--- src/rtl/rtc_trim_pkg.sv ---
package rtc_trim_pkg;
   localparam int TRIM_CW = 6;
   localparam int REG_W   = 8;

   typedef enum logic [1:0] {
      DIR_NONE = 2'd0,
      DIR_ADD  = 2'd1,
      DIR_SUB  = 2'd2,
      DIR_RSVD = 2'd3
   } trim_dir_e;

   typedef struct packed {
      logic               active;
      logic               add;
      logic [TRIM_CW-1:0] cyc;
   } trim_cmd_t;
endpackage

--- src/rtl/rtc_trim_regs.sv ---
module rtc_trim_regs
   import rtc_trim_pkg::*;
#(
   parameter int CW = TRIM_CW,
   parameter int RW = REG_W
) (
   input  logic          clk,
   input  logic          rst_n,
   input  logic          wr_en,
   input  logic          wr_addr,
   input  logic [RW-1:0] wr_data,
   input  logic          rd_addr,
   output logic [RW-1:0] rd_data,
   output logic [CW-1:0] trim_cyc,
   output trim_dir_e     trim_dir,
   output logic          auto_en,
   output logic          short_ivl
);
   localparam int CTRL_PAD = RW - 2;

   generate
      if (RW != CW + 2) begin : g_bad_w
         $error("register width must be cycle width plus two direction bits");
      end
   endgenerate

   logic [RW-1:0] trim_q;
   logic          en_q;
   logic          short_q;
   logic          dir_busy;

   assign dir_busy = (trim_q[RW-1:CW] != 2'd0);

   always_ff @(posedge clk or negedge rst_n) begin
      if (!rst_n) begin
         trim_q  <= '0;
         en_q    <= 1'b0;
         short_q <= 1'b0;
      end else if (wr_en) begin
         if (!wr_addr) begin
            trim_q <= wr_data;
         end else begin
            en_q <= wr_data[0];
            if (!dir_busy) short_q <= wr_data[1];
         end
      end
   end

   assign rd_data   = rd_addr ? {{CTRL_PAD{1'b0}}, short_q, en_q} : trim_q;
   assign trim_cyc  = trim_q[CW-1:0];
   assign trim_dir  = trim_dir_e'(trim_q[RW-1:CW]);
   assign auto_en   = en_q;
   assign short_ivl = short_q;

   AST_IVL_LOCKED: assert property (@(posedge clk) disable iff (!rst_n)
      (wr_en && wr_addr && dir_busy) |=> $stable(short_q));
   AST_EN_FOLLOWS: assert property (@(posedge clk) disable iff (!rst_n)
      (wr_en && wr_addr) |=> (en_q == $past(wr_data[0])));
endmodule

--- src/rtl/rtc_trim_interval.sv ---
module rtc_trim_interval #(
   parameter int SHORT_SECS = 10,
   parameter int LONG_SECS  = 60
) (
   input  logic clk,
   input  logic rst_n,
   input  logic sec_tick,
   input  logic short_ivl,
   output logic wrap_tick
);
   localparam int MAXS = (LONG_SECS > SHORT_SECS) ? LONG_SECS : SHORT_SECS;
   localparam int IW   = $clog2(MAXS + 1);
   localparam logic [IW-1:0] SHORT_LAST = IW'(SHORT_SECS - 1);
   localparam logic [IW-1:0] LONG_LAST  = IW'(LONG_SECS - 1);

   generate
      if (SHORT_SECS < 1 || LONG_SECS < 1) begin : g_bad_len
         $error("interval lengths must be at least one second");
      end
   endgenerate

   logic [IW-1:0] idx_q;
   logic [IW-1:0] last;

   assign last      = short_ivl ? SHORT_LAST : LONG_LAST;
   assign wrap_tick = sec_tick && (idx_q >= last);

   always_ff @(posedge clk or negedge rst_n) begin
      if (!rst_n)         idx_q <= '0;
      else if (wrap_tick) idx_q <= '0;
      else if (sec_tick)  idx_q <= idx_q + 1'b1;
   end

   AST_IDX_BOUND: assert property (@(posedge clk) disable iff (!rst_n)
      idx_q < IW'(MAXS));
   AST_WRAP_CLEARS: assert property (@(posedge clk) disable iff (!rst_n)
      wrap_tick |=> (idx_q == '0));
endmodule

--- src/rtl/rtc_trim_prescaler.sv ---
module rtc_trim_prescaler
   import rtc_trim_pkg::*;
#(
   parameter int DIV = 32768,
   parameter int CW  = TRIM_CW
) (
   input  logic          clk,
   input  logic          rst_n,
   input  logic          wrap_tick,
   input  logic          auto_en,
   input  trim_dir_e     trim_dir,
   input  logic [CW-1:0] trim_cyc,
   output logic          sec_tick,
   output trim_cmd_t     cmd
);
   localparam int MAXADJ = (1 << CW) - 1;
   localparam int PW     = $clog2(DIV + MAXADJ + 1);
   localparam logic [PW-1:0] NOM_TC = PW'(DIV - 1);

   generate
      if (DIV <= MAXADJ + 1) begin : g_bad_div
         $error("prescaler divide must exceed the largest trim");
      end
   endgenerate

   logic [PW-1:0] cnt_q;
   logic [PW-1:0] tc;
   trim_cmd_t     cmd_q;
   logic          take;

   always_comb begin
      tc = NOM_TC;
      if (cmd_q.active) begin
         if (cmd_q.add) tc = NOM_TC - PW'(cmd_q.cyc);
         else           tc = NOM_TC + PW'(cmd_q.cyc);
      end
   end

   assign sec_tick = (cnt_q == tc);
   assign take     = wrap_tick && auto_en &&
                     (trim_dir == DIR_ADD || trim_dir == DIR_SUB);

   always_ff @(posedge clk or negedge rst_n) begin
      if (!rst_n) begin
         cnt_q <= '0;
         cmd_q <= '0;
      end else if (sec_tick) begin
         cnt_q        <= '0;
         cmd_q.active <= take;
         cmd_q.add    <= (trim_dir == DIR_ADD);
         cmd_q.cyc    <= trim_cyc;
      end else begin
         cnt_q <= cnt_q + 1'b1;
      end
   end

   assign cmd = cmd_q;

   AST_CNT_IN_RANGE: assert property (@(posedge clk) disable iff (!rst_n)
      cnt_q <= tc);
   AST_TICK_RESTART: assert property (@(posedge clk) disable iff (!rst_n)
      sec_tick |=> (cnt_q == '0));
   AST_CMD_AT_BOUNDARY: assert property (@(posedge clk) disable iff (!rst_n)
      $rose(cmd_q.active) |-> $past(wrap_tick));
   AST_CMD_NEEDS_EN: assert property (@(posedge clk) disable iff (!rst_n)
      $rose(cmd_q.active) |-> $past(auto_en));
   AST_CMD_HELD: assert property (@(posedge clk) disable iff (!rst_n)
      (!$past(sec_tick)) |-> $stable(cmd_q));
endmodule

--- src/rtl/rtc_trim.sv ---
module rtc_trim
   import rtc_trim_pkg::*;
#(
   parameter int DIV        = 32768,
   parameter int SHORT_SECS = 10,
   parameter int LONG_SECS  = 60
) (
   input  logic               clk,
   input  logic               rst_n,
   input  logic               wr_en,
   input  logic               wr_addr,
   input  logic [REG_W-1:0]   wr_data,
   input  logic               rd_addr,
   output logic [REG_W-1:0]   rd_data,
   output logic               sec_tick,
   output logic               adj_active,
   output logic               adj_add,
   output logic [TRIM_CW-1:0] adj_cycles
);
   logic [TRIM_CW-1:0] trim_cyc;
   trim_dir_e          trim_dir;
   logic               auto_en;
   logic               short_ivl;
   logic               wrap_tick;
   trim_cmd_t          cmd;

   rtc_trim_regs #(.CW(TRIM_CW), .RW(REG_W)) u_regs (
      .clk(clk), .rst_n(rst_n), .wr_en(wr_en), .wr_addr(wr_addr),
      .wr_data(wr_data), .rd_addr(rd_addr), .rd_data(rd_data),
      .trim_cyc(trim_cyc), .trim_dir(trim_dir), .auto_en(auto_en),
      .short_ivl(short_ivl)
   );

   rtc_trim_interval #(.SHORT_SECS(SHORT_SECS), .LONG_SECS(LONG_SECS)) u_ivl (
      .clk(clk), .rst_n(rst_n), .sec_tick(sec_tick), .short_ivl(short_ivl),
      .wrap_tick(wrap_tick)
   );

   rtc_trim_prescaler #(.DIV(DIV), .CW(TRIM_CW)) u_presc (
      .clk(clk), .rst_n(rst_n), .wrap_tick(wrap_tick), .auto_en(auto_en),
      .trim_dir(trim_dir), .trim_cyc(trim_cyc), .sec_tick(sec_tick),
      .cmd(cmd)
   );

   assign adj_active = cmd.active;
   assign adj_add    = cmd.add;
   assign adj_cycles = cmd.cyc;
endmodule

--- config.mk ---
export PLATFORM = sky130hd
export DESIGN_NAME = rtc_trim
export DESIGN_NICKNAME = d
export VERILOG_FILES = /design/src/rtl/rtc_trim_pkg.sv /design/src/rtl/rtc_trim_regs.sv /design/src/rtl/rtc_trim_interval.sv /design/src/rtl/rtc_trim_prescaler.sv /design/src/rtl/rtc_trim.sv
export SDC_FILE = /design/constraint.sdc
export NUM_CORES = 1
export LEC_CHECK = 0
export ABC_AREA = 1
export BUFFER_PORTS_ARGS = -buffer_cell sky130_fd_sc_hd__buf_2
export CAP_MARGIN = 25
export CORE_MARGIN = 2
export CORE_UTILIZATION = 30
export DETAILED_ROUTE_END_ITERATION = 6
export GPL_TIMING_DRIVEN = 1
export SLEW_MARGIN = 20
export SYNTH_ARGS = -nofsm -noshare
export SYNTH_HDL_FRONTEND = slang
export SYNTH_SLANG_ARGS = --single-unit
--- constraint.sdc ---
create_clock -name clk -period 2.5 [get_ports clk]
set_clock_uncertainty 0.05 [all_clocks]
set_input_delay 0.375 -clock clk [delete_from_list [all_inputs] [get_ports clk]]
set_output_delay 0.375 -clock clk [all_outputs]
set_load 0.1 [all_outputs]
==> results.sh, run 1 <==
export IMPL_status="finished, violations left"
export IMPL_violations="negative setup slack"
export IMPL_grt_max_degree=29
export IMPL_yosysUniqueCellTypes=29
export IMPL_grt_usage=0.142
export IMPL_ys_seq_elements=40
export IMPL_dpl_cell_area_mm2=0.00304
export IMPL_cts_buffer_depth=2
export IMPL_peakVddDrop_mv=0.341
export IMPL_synth_ff_type="dfrtp_1"
export IMPL_die_h_um=99.5
export IMPL_worstReg2RegStart="u_presc.cmd[2]$_DFFE_PN0N_"
export IMPL_cp_startpoint="u_presc.cmd[4]$_DFFE_PN0N_"
export IMPL_grt_pass1_vias=2441
export IMPL_die_w_um=99.5
export IMPL_first_pass_iters=5
export IMPL_drc_errors=0
export IMPL_cp_required_ns=2.08
export IMPL_synth_fp_nets=413
export IMPL_async_reset_ff_frac=1.00
export IMPL_grt_pass1_wl_mm=11.4
export IMPL_h_tree_depth=2
export IMPL_seq_area_frac_synth=0.366
export IMPL_holdWs_ns=0.0294
export IMPL_initial_core_util=0.312
export IMPL_worstSkewPairLatency_ns=0.31
export IMPL_core_mm2=0.00876
export IMPL_port_buffers=29
export IMPL_yosys_warnings=0
export IMPL_endpoint_kind="output pin"
export IMPL_syn_area_per_cell_um2=7.00
export IMPL_clk_pin_slew_ns=0.10
export IMPL_setup_tns_ns=-0.0913
export IMPL_maxSlewViolCount=0
export IMPL_drive_above_1_share=0.236
export IMPL_synth_edf_count=0
export IMPL_critPathLaunchType="flop"
export IMPL_fillers=937
export IMPL_synthCells=391
export IMPL_arrival_ns=2.17
export IMPL_max_slew_margin_rel=0.577
export IMPL_hold_viol_final=0
export IMPL_antenna_found_initial=0
export IMPL_cts_tree="done"
export IMPL_die_area_mm2=0.00990
export IMPL_cts_made_buffers=5
export IMPL_vias=2569
export IMPL_ctsHoldBuffers=0
export IMPL_tightest_slew_ns=0.635
export IMPL_setup_slack_ns=-0.0913
export IMPL_hpwl_mm=4.98
export IMPL_routed_wl_mm=6.72
export IMPL_ant_nets=0
export IMPL_drtIter0Drc=109
export IMPL_antenna_cells=0
export IMPL_setup_viol=1
export IMPL_rows=34
export IMPL_period_needed_ns=2.59
export IMPL_critical_path_class="reg2out"
export IMPL_ff2ff_path_depth=16
export IMPL_powerDensity_mw_per_mm2=446
export IMPL_fmax_mhz=386
export IMPL_path_max_fanout=7
export IMPL_cts_sinks=40
export IMPL_avgViaCountPerCell=4.71
export IMPL_place_congestion=0.886
export IMPL_wl_per_cell_um=12.3
export IMPL_fin_nets=458
export IMPL_rsz0062_at_grt="true"
export IMPL_min_path_type="in2async"
export IMPL_grt_overflow=0
export IMPL_finalCritPeriodShare=1.04
export IMPL_max_cap_violations=0
export IMPL_final_cell_area_mm2=0.00330
export IMPL_syn_area_mm2=0.00274
export IMPL_reg2reg_slack_ns=0.19
export IMPL_cts_root_buf="clkbuf_8"
export IMPL_timing_rr_end="u_presc.cnt_q[11]$_DFF_PN0_"
export IMPL_ioPinCount=30
export IMPL_leakagePower_nw=1.76
export IMPL_syn2layout_area_growth_pct=20.5
==> registers in the layout (all words and copies together), names as in the netlist <==
| signal | cells |
|---|---|
| u_regs.trim_q | 8 |
| u_presc.cnt_q | 16 |
| u_regs.short_ivl | 1 |
| u_presc.cmd | 8 |
| u_regs.auto_en | 1 |
| u_ivl.idx_q | 6 |
==> cells in the mapped netlist, types with 4 or more instances <==
cell type | number | share of area
a21oi_1 | 13 | 0.024
clkbuf_1 | 5 | 0.0069
dfrtp_1 | 40 | 0.37
ha_1 | 9 | 0.041
inv_1 | 56 | 0.077
nand2_1 | 111 | 0.15
nand3_1 | 32 | 0.059
nand3_2 | 4 | 0.015
nand4_1 | 15 | 0.034
nor2_1 | 51 | 0.070
nor3_1 | 4 | 0.0073
nor3_2 | 6 | 0.022
o21ai_0 | 7 | 0.013
o21ai_2 | 6 | 0.019
xor2_1 | 4 | 0.013
==> cell type report <==
class | count | area [um2] | area share
clock inverter | 3 | 46.3 | 0.0140
clock buffer | 5 | 68.8 | 0.0209
tap | 108 | 135 | 0.0410
inverter | 59 | 229 | 0.0694
sequential | 40 | 1020 | 0.310
multi-input combinational | 283 | 1500 | 0.455
timing repair buffer | 47 | 295 | 0.0896
==> cell usage in the layout, fill, tap and decap left out, drive strengths merged <==
master    count
o211ai        1
a21oi        13
buf          47
nor3         10
nand2       117
o21bai        2
ha            9
o21ai        14
clkbuf        5
clkinvlp      1
inv          60
a31oi         2
xor2          4
nand4        15
nand3        36
dfrtp        40
bufinv        1
xnor2         3
nor2         55
nand3b        2
==> layer usage <==
metal / track usage / wire [um]
met5: 0 / 0
met4: 0.0348 / 66
met3: 0.0288 / 284
met2: 0.239 / 3070
met1: 0.188 / 3300
==> kinds of logic after synthesis <==
logic type,synth area share
AND/OR/NAND/NOR,0.396
AO/OA/AOI/OAI,0.0704
XOR/XNOR,0.0224
adder cells (fa/ha/maj),0.0412
buffers and inverters,0.104
flip-flops,0.366
==> stage by stage <==
stage | power, mW | cells | setup WS, ns | utilization
after floorplan | 0.867 | 391 | -0.617 | -
after global placement | 0.918 | 524 | 0.169 | 0.347
after detailed placement | 0.921 | 524 | 0.126 | 0.347
after CTS | 1.49 | 538 | -0.129 | 0.365
after global routing | 1.53 | 545 | -0.219 | 0.376
final | 1.47 | 545 | -0.0913 | 0.376
==> power by group <==
| part | leakage [nW] | internal, mW | switching, mW |
|---|---|---|---|
| logic | 1.20 | 0.0418 | 0.177 |
| clock network | 0.0548 | 0.301 | 0.263 |
| registers | 0.503 | 0.670 | 0.0169 |
| total | 1.76 | 1.01 | 0.457 |
==> critical path, stage by stage, from the launching register on <==
cell and delay (ns):
dfrtp_4 0.49, buf_4 0.15, nor2_1 0.23, nand3_4 0.18, nand3_2 0.12, nand3_1 0.09
nor2_2 0.10, nand2_2 0.07, nor2_4 0.15, nand2_4 0.07, inv_4 0.06, buf_12 0.16
==> repair_timing <==
| action | 4_1_cts | 5_1_grt |
|---|---|---|
| endpoints found under the setup margin | 1 | 1 |
| gates cloned | 0 | 0 |
| pin swaps | 5 | 5 |
| gates resized for setup | 3 | 11 |
| buffers inserted | 6 | 7 |
==> worst max-delay path by stage <==
stage	to	slack, ns	cells after the start
floorplan	rd_data[0]	-0.62	2
global placement	sec_tick	0.17	14
detailed placement	sec_tick	0.13	14
CTS	sec_tick	-0.13	14
global route	sec_tick	-0.22	14
finish	sec_tick	-0.09	11
Power figures use the tool's default switching activity.
==> inputs of run 2 (changes only) <==
==> constraint.sdc (replaced) <==
create_clock -name clk -period 2.2 [get_ports clk]
set_clock_uncertainty 0.05 [all_clocks]
set_input_delay 0.11 -clock clk [delete_from_list [all_inputs] [get_ports clk]]
set_output_delay 0.11 -clock clk [all_outputs]
set_load 0.1 [all_outputs]
==> run 2 against run 1 <==
Effect of this change:
- the flow still finishes with violations (negative setup slack)
- die area did not move
- global-route usage is 0.46 points higher
- register-to-register slack worse by 0.34 ns
- sequential share of layout area decreased by 2.7 points
- routed wire length rose by 4.8%
- critical endpoint unchanged
- largest power group unchanged
==> results.sh, run 2 (same netlist as run 1, synthesis figures left out) <==
export IMPL_grt_usage=0.147
export IMPL_antenna_cells=0
export IMPL_max_cap_violations=0
export IMPL_ff2ff_path_depth=17
export IMPL_hold_viol_final=0
export IMPL_period_needed_ns=2.39
export IMPL_finalCritPeriodShare=1.09
export IMPL_place_ws_ns=-0.0166
export IMPL_setup_slack_ns=-0.189
export IMPL_p_clk_frac=0.383
export IMPL_ioPinCount=30
export IMPL_worstReg2RegStart="u_presc.cmd[2]$_DFFE_PN0N_"
export IMPL_hpwl_mm=5.16
export IMPL_grt_pass1_vias=2451
export IMPL_timing_rr_end="u_presc.cmd[5]$_DFFE_PN0N_"
export IMPL_layout_cells_non_filler=561
export IMPL_layout_common_cells="97 x nand2_1, 52 x inv_1, 39 x nor2_1"
export IMPL_power_total_mw=1.68
export IMPL_cts_made_buffers=5
export IMPL_reg2reg_slack_ns=-0.15
export IMPL_p_seq_frac=0.464
export IMPL_max_slew_margin_rel=0.670
export IMPL_syn2layout_area_growth_pct=31.7
export IMPL_die_h_um=99.5
export IMPL_peakVddDrop_mv=0.342
export IMPL_regMostFlops="u_presc.cnt_q"
export IMPL_rsz0062_at_grt="true"
export IMPL_hold_end="u_regs.trim_q[7]$_DFFE_PN0P_"
export IMPL_drc_errors=0
export IMPL_first_pass_iters=4
export IMPL_cts_root_buf="clkbuf_8"
export IMPL_switchingPower_uw=522
export IMPL_die_w_um=99.5
export IMPL_holdWs_ns=0.00301
export IMPL_status="finished, violations left"
export IMPL_cts_sinks=40
export IMPL_ant_nets=0
export IMPL_tightest_slew_ns=0.498
export IMPL_worstSkewPairLatency_ns=0.30
export IMPL_p_sw_frac=0.311
export IMPL_critPathLaunchType="flop"
export IMPL_h_tree_depth=2
export IMPL_holdPathStages=3
export IMPL_maxSlewViolCount=0
export IMPL_core_mm2=0.00876
export IMPL_antenna_found_initial=0
export IMPL_min_path_type="in2reg"
export IMPL_vias=2668
export IMPL_fmax_mhz=419
export IMPL_placedCellCount=539
export IMPL_drtIter0Drc=119
export IMPL_clk_pin_slew_ns=0.09
export IMPL_fillers=918
export IMPL_largest_reg_flops=16
export IMPL_cts_buffer_depth=2
export IMPL_path_max_fanout=2
export IMPL_powerDensity_mw_per_mm2=466
export IMPL_grt_pass1_wl_mm=11.6
export IMPL_leakagePower_nw=1.88
export IMPL_arrival_ns=2.23
export IMPL_avgViaCountPerCell=4.76
export IMPL_final_common_cell="nand2_1"
export IMPL_setup_viol=19
export IMPL_fin_nets=474
export IMPL_violations="negative setup slack"
export IMPL_die_area_mm2=0.00990
export IMPL_min_delay_start="wr_data[7]"
export IMPL_critical_path_class="reg2out"
export IMPL_place_congestion=0.847
export IMPL_intPower_mw=1.16
export IMPL_endpoint_kind="output pin"
export IMPL_cp_required_ns=2.04
export IMPL_combPwrFrac=0.153
export IMPL_cts_tree="done"
export IMPL_grt_max_degree=22
export IMPL_rows=34
export IMPL_initial_core_util=0.312
export IMPL_grt_overflow=0
export IMPL_wl_per_cell_um=12.6
export IMPL_routed_wl_mm=7.05
export IMPL_drive_above_1_share=0.313
export IMPL_port_buffers=29
export IMPL_setup_tns_ns=-1.86
[run 2: cell count changes in the layout (fill, tap and decap cells not counted), sizes merged]
| cell | change |
|---|---|
| buf | +12 |
| inv | -1 |
| dlygate4sd3 | +3 |
| clkbuf | +1 |
| clkinv | +2 |
| clkinvlp | -1 |
[run 2: routing by layer]
metal	wire length, um	track usage	vias to the layer above
li1	-	-	1366
met1	3320	0.210	1222
met2	3260	0.231	68
met3	349	0.0260	12
met4	116	0.0348	0
met5	0	0	-
[run 2: stage by stage]
step           instance area (um2)  utilization
6_report                      3600        0.411
5_1_grt                       3600        0.411
4_1_cts                       3360        0.383
3_5_place_dp                  3150        0.360
3_3_place_gp                  3150        0.360
2_1_floorplan                 2780            -
[run 2: worst max-delay path by stage]
stage                          startpoint                           to  slack (ns)
5_1_grt        u_presc.cmd[2]$_DFFE_PN0N_                     sec_tick       -0.32
3_5_place_dp   u_presc.cmd[1]$_DFFE_PN0N_                     sec_tick       -0.02
6_report       u_presc.cmd[2]$_DFFE_PN0N_                     sec_tick       -0.19
4_1_cts        u_presc.cmd[2]$_DFFE_PN0N_                     sec_tick       -0.15
2_1_floorplan  u_presc.cmd[2]$_DFFE_PN0N_  u_presc.cnt_q[10]$_DFF_PN0_       -0.16
3_3_place_gp   u_presc.cmd[1]$_DFFE_PN0N_                     sec_tick        0.03
[run 2: what timing repair did]
action	4_1_cts	5_1_grt
endpoints found under the setup margin	11	31
pin swaps	1	8
cloned	0	1
buffers inserted	3	7
endpoints found under the hold margin	21	0
gates resized for setup	9	52
hold buffers	3	0
[run 2: worst max-delay path, cell delays in order (launching register included)]
cell	delay, ns
dfrtp_4	0.50
nor2_4	0.11
nand2_2	0.07
nor2_2	0.07
ha_1	0.22
inv_1	0.06
nand2_1	0.06
nand4_1	0.07
nand2_1	0.07
nor2_1	0.12
nand3_2	0.10
nor2_4	0.13
nand2_4	0.09
inv_8	0.07
buf_12	0.16
[run 2: cell type report]
| cell class | count | area, um2 | share of cell area |
|---|---|---|---|
| tap | 108 | 135 | 0.0375 |
| multi-input combinational | 283 | 1590 | 0.442 |
| clock inverter | 3 | 47.5 | 0.0132 |
| inverter | 59 | 231 | 0.0642 |
| clock buffer | 5 | 68.8 | 0.0191 |
| timing repair buffer | 63 | 504 | 0.140 |
| sequential | 40 | 1020 | 0.284 |
[run 2: power groups by stage]
stage	registers [mW]	clock network (mW)	logic (mW)
after global routing	0.784	0.687	0.281
after detailed placement	0.796	0	0.255
after global placement	0.794	0	0.251
after floorplan	0.790	0	0.196
after CTS	0.780	0.651	0.262
final	0.780	0.643	0.257
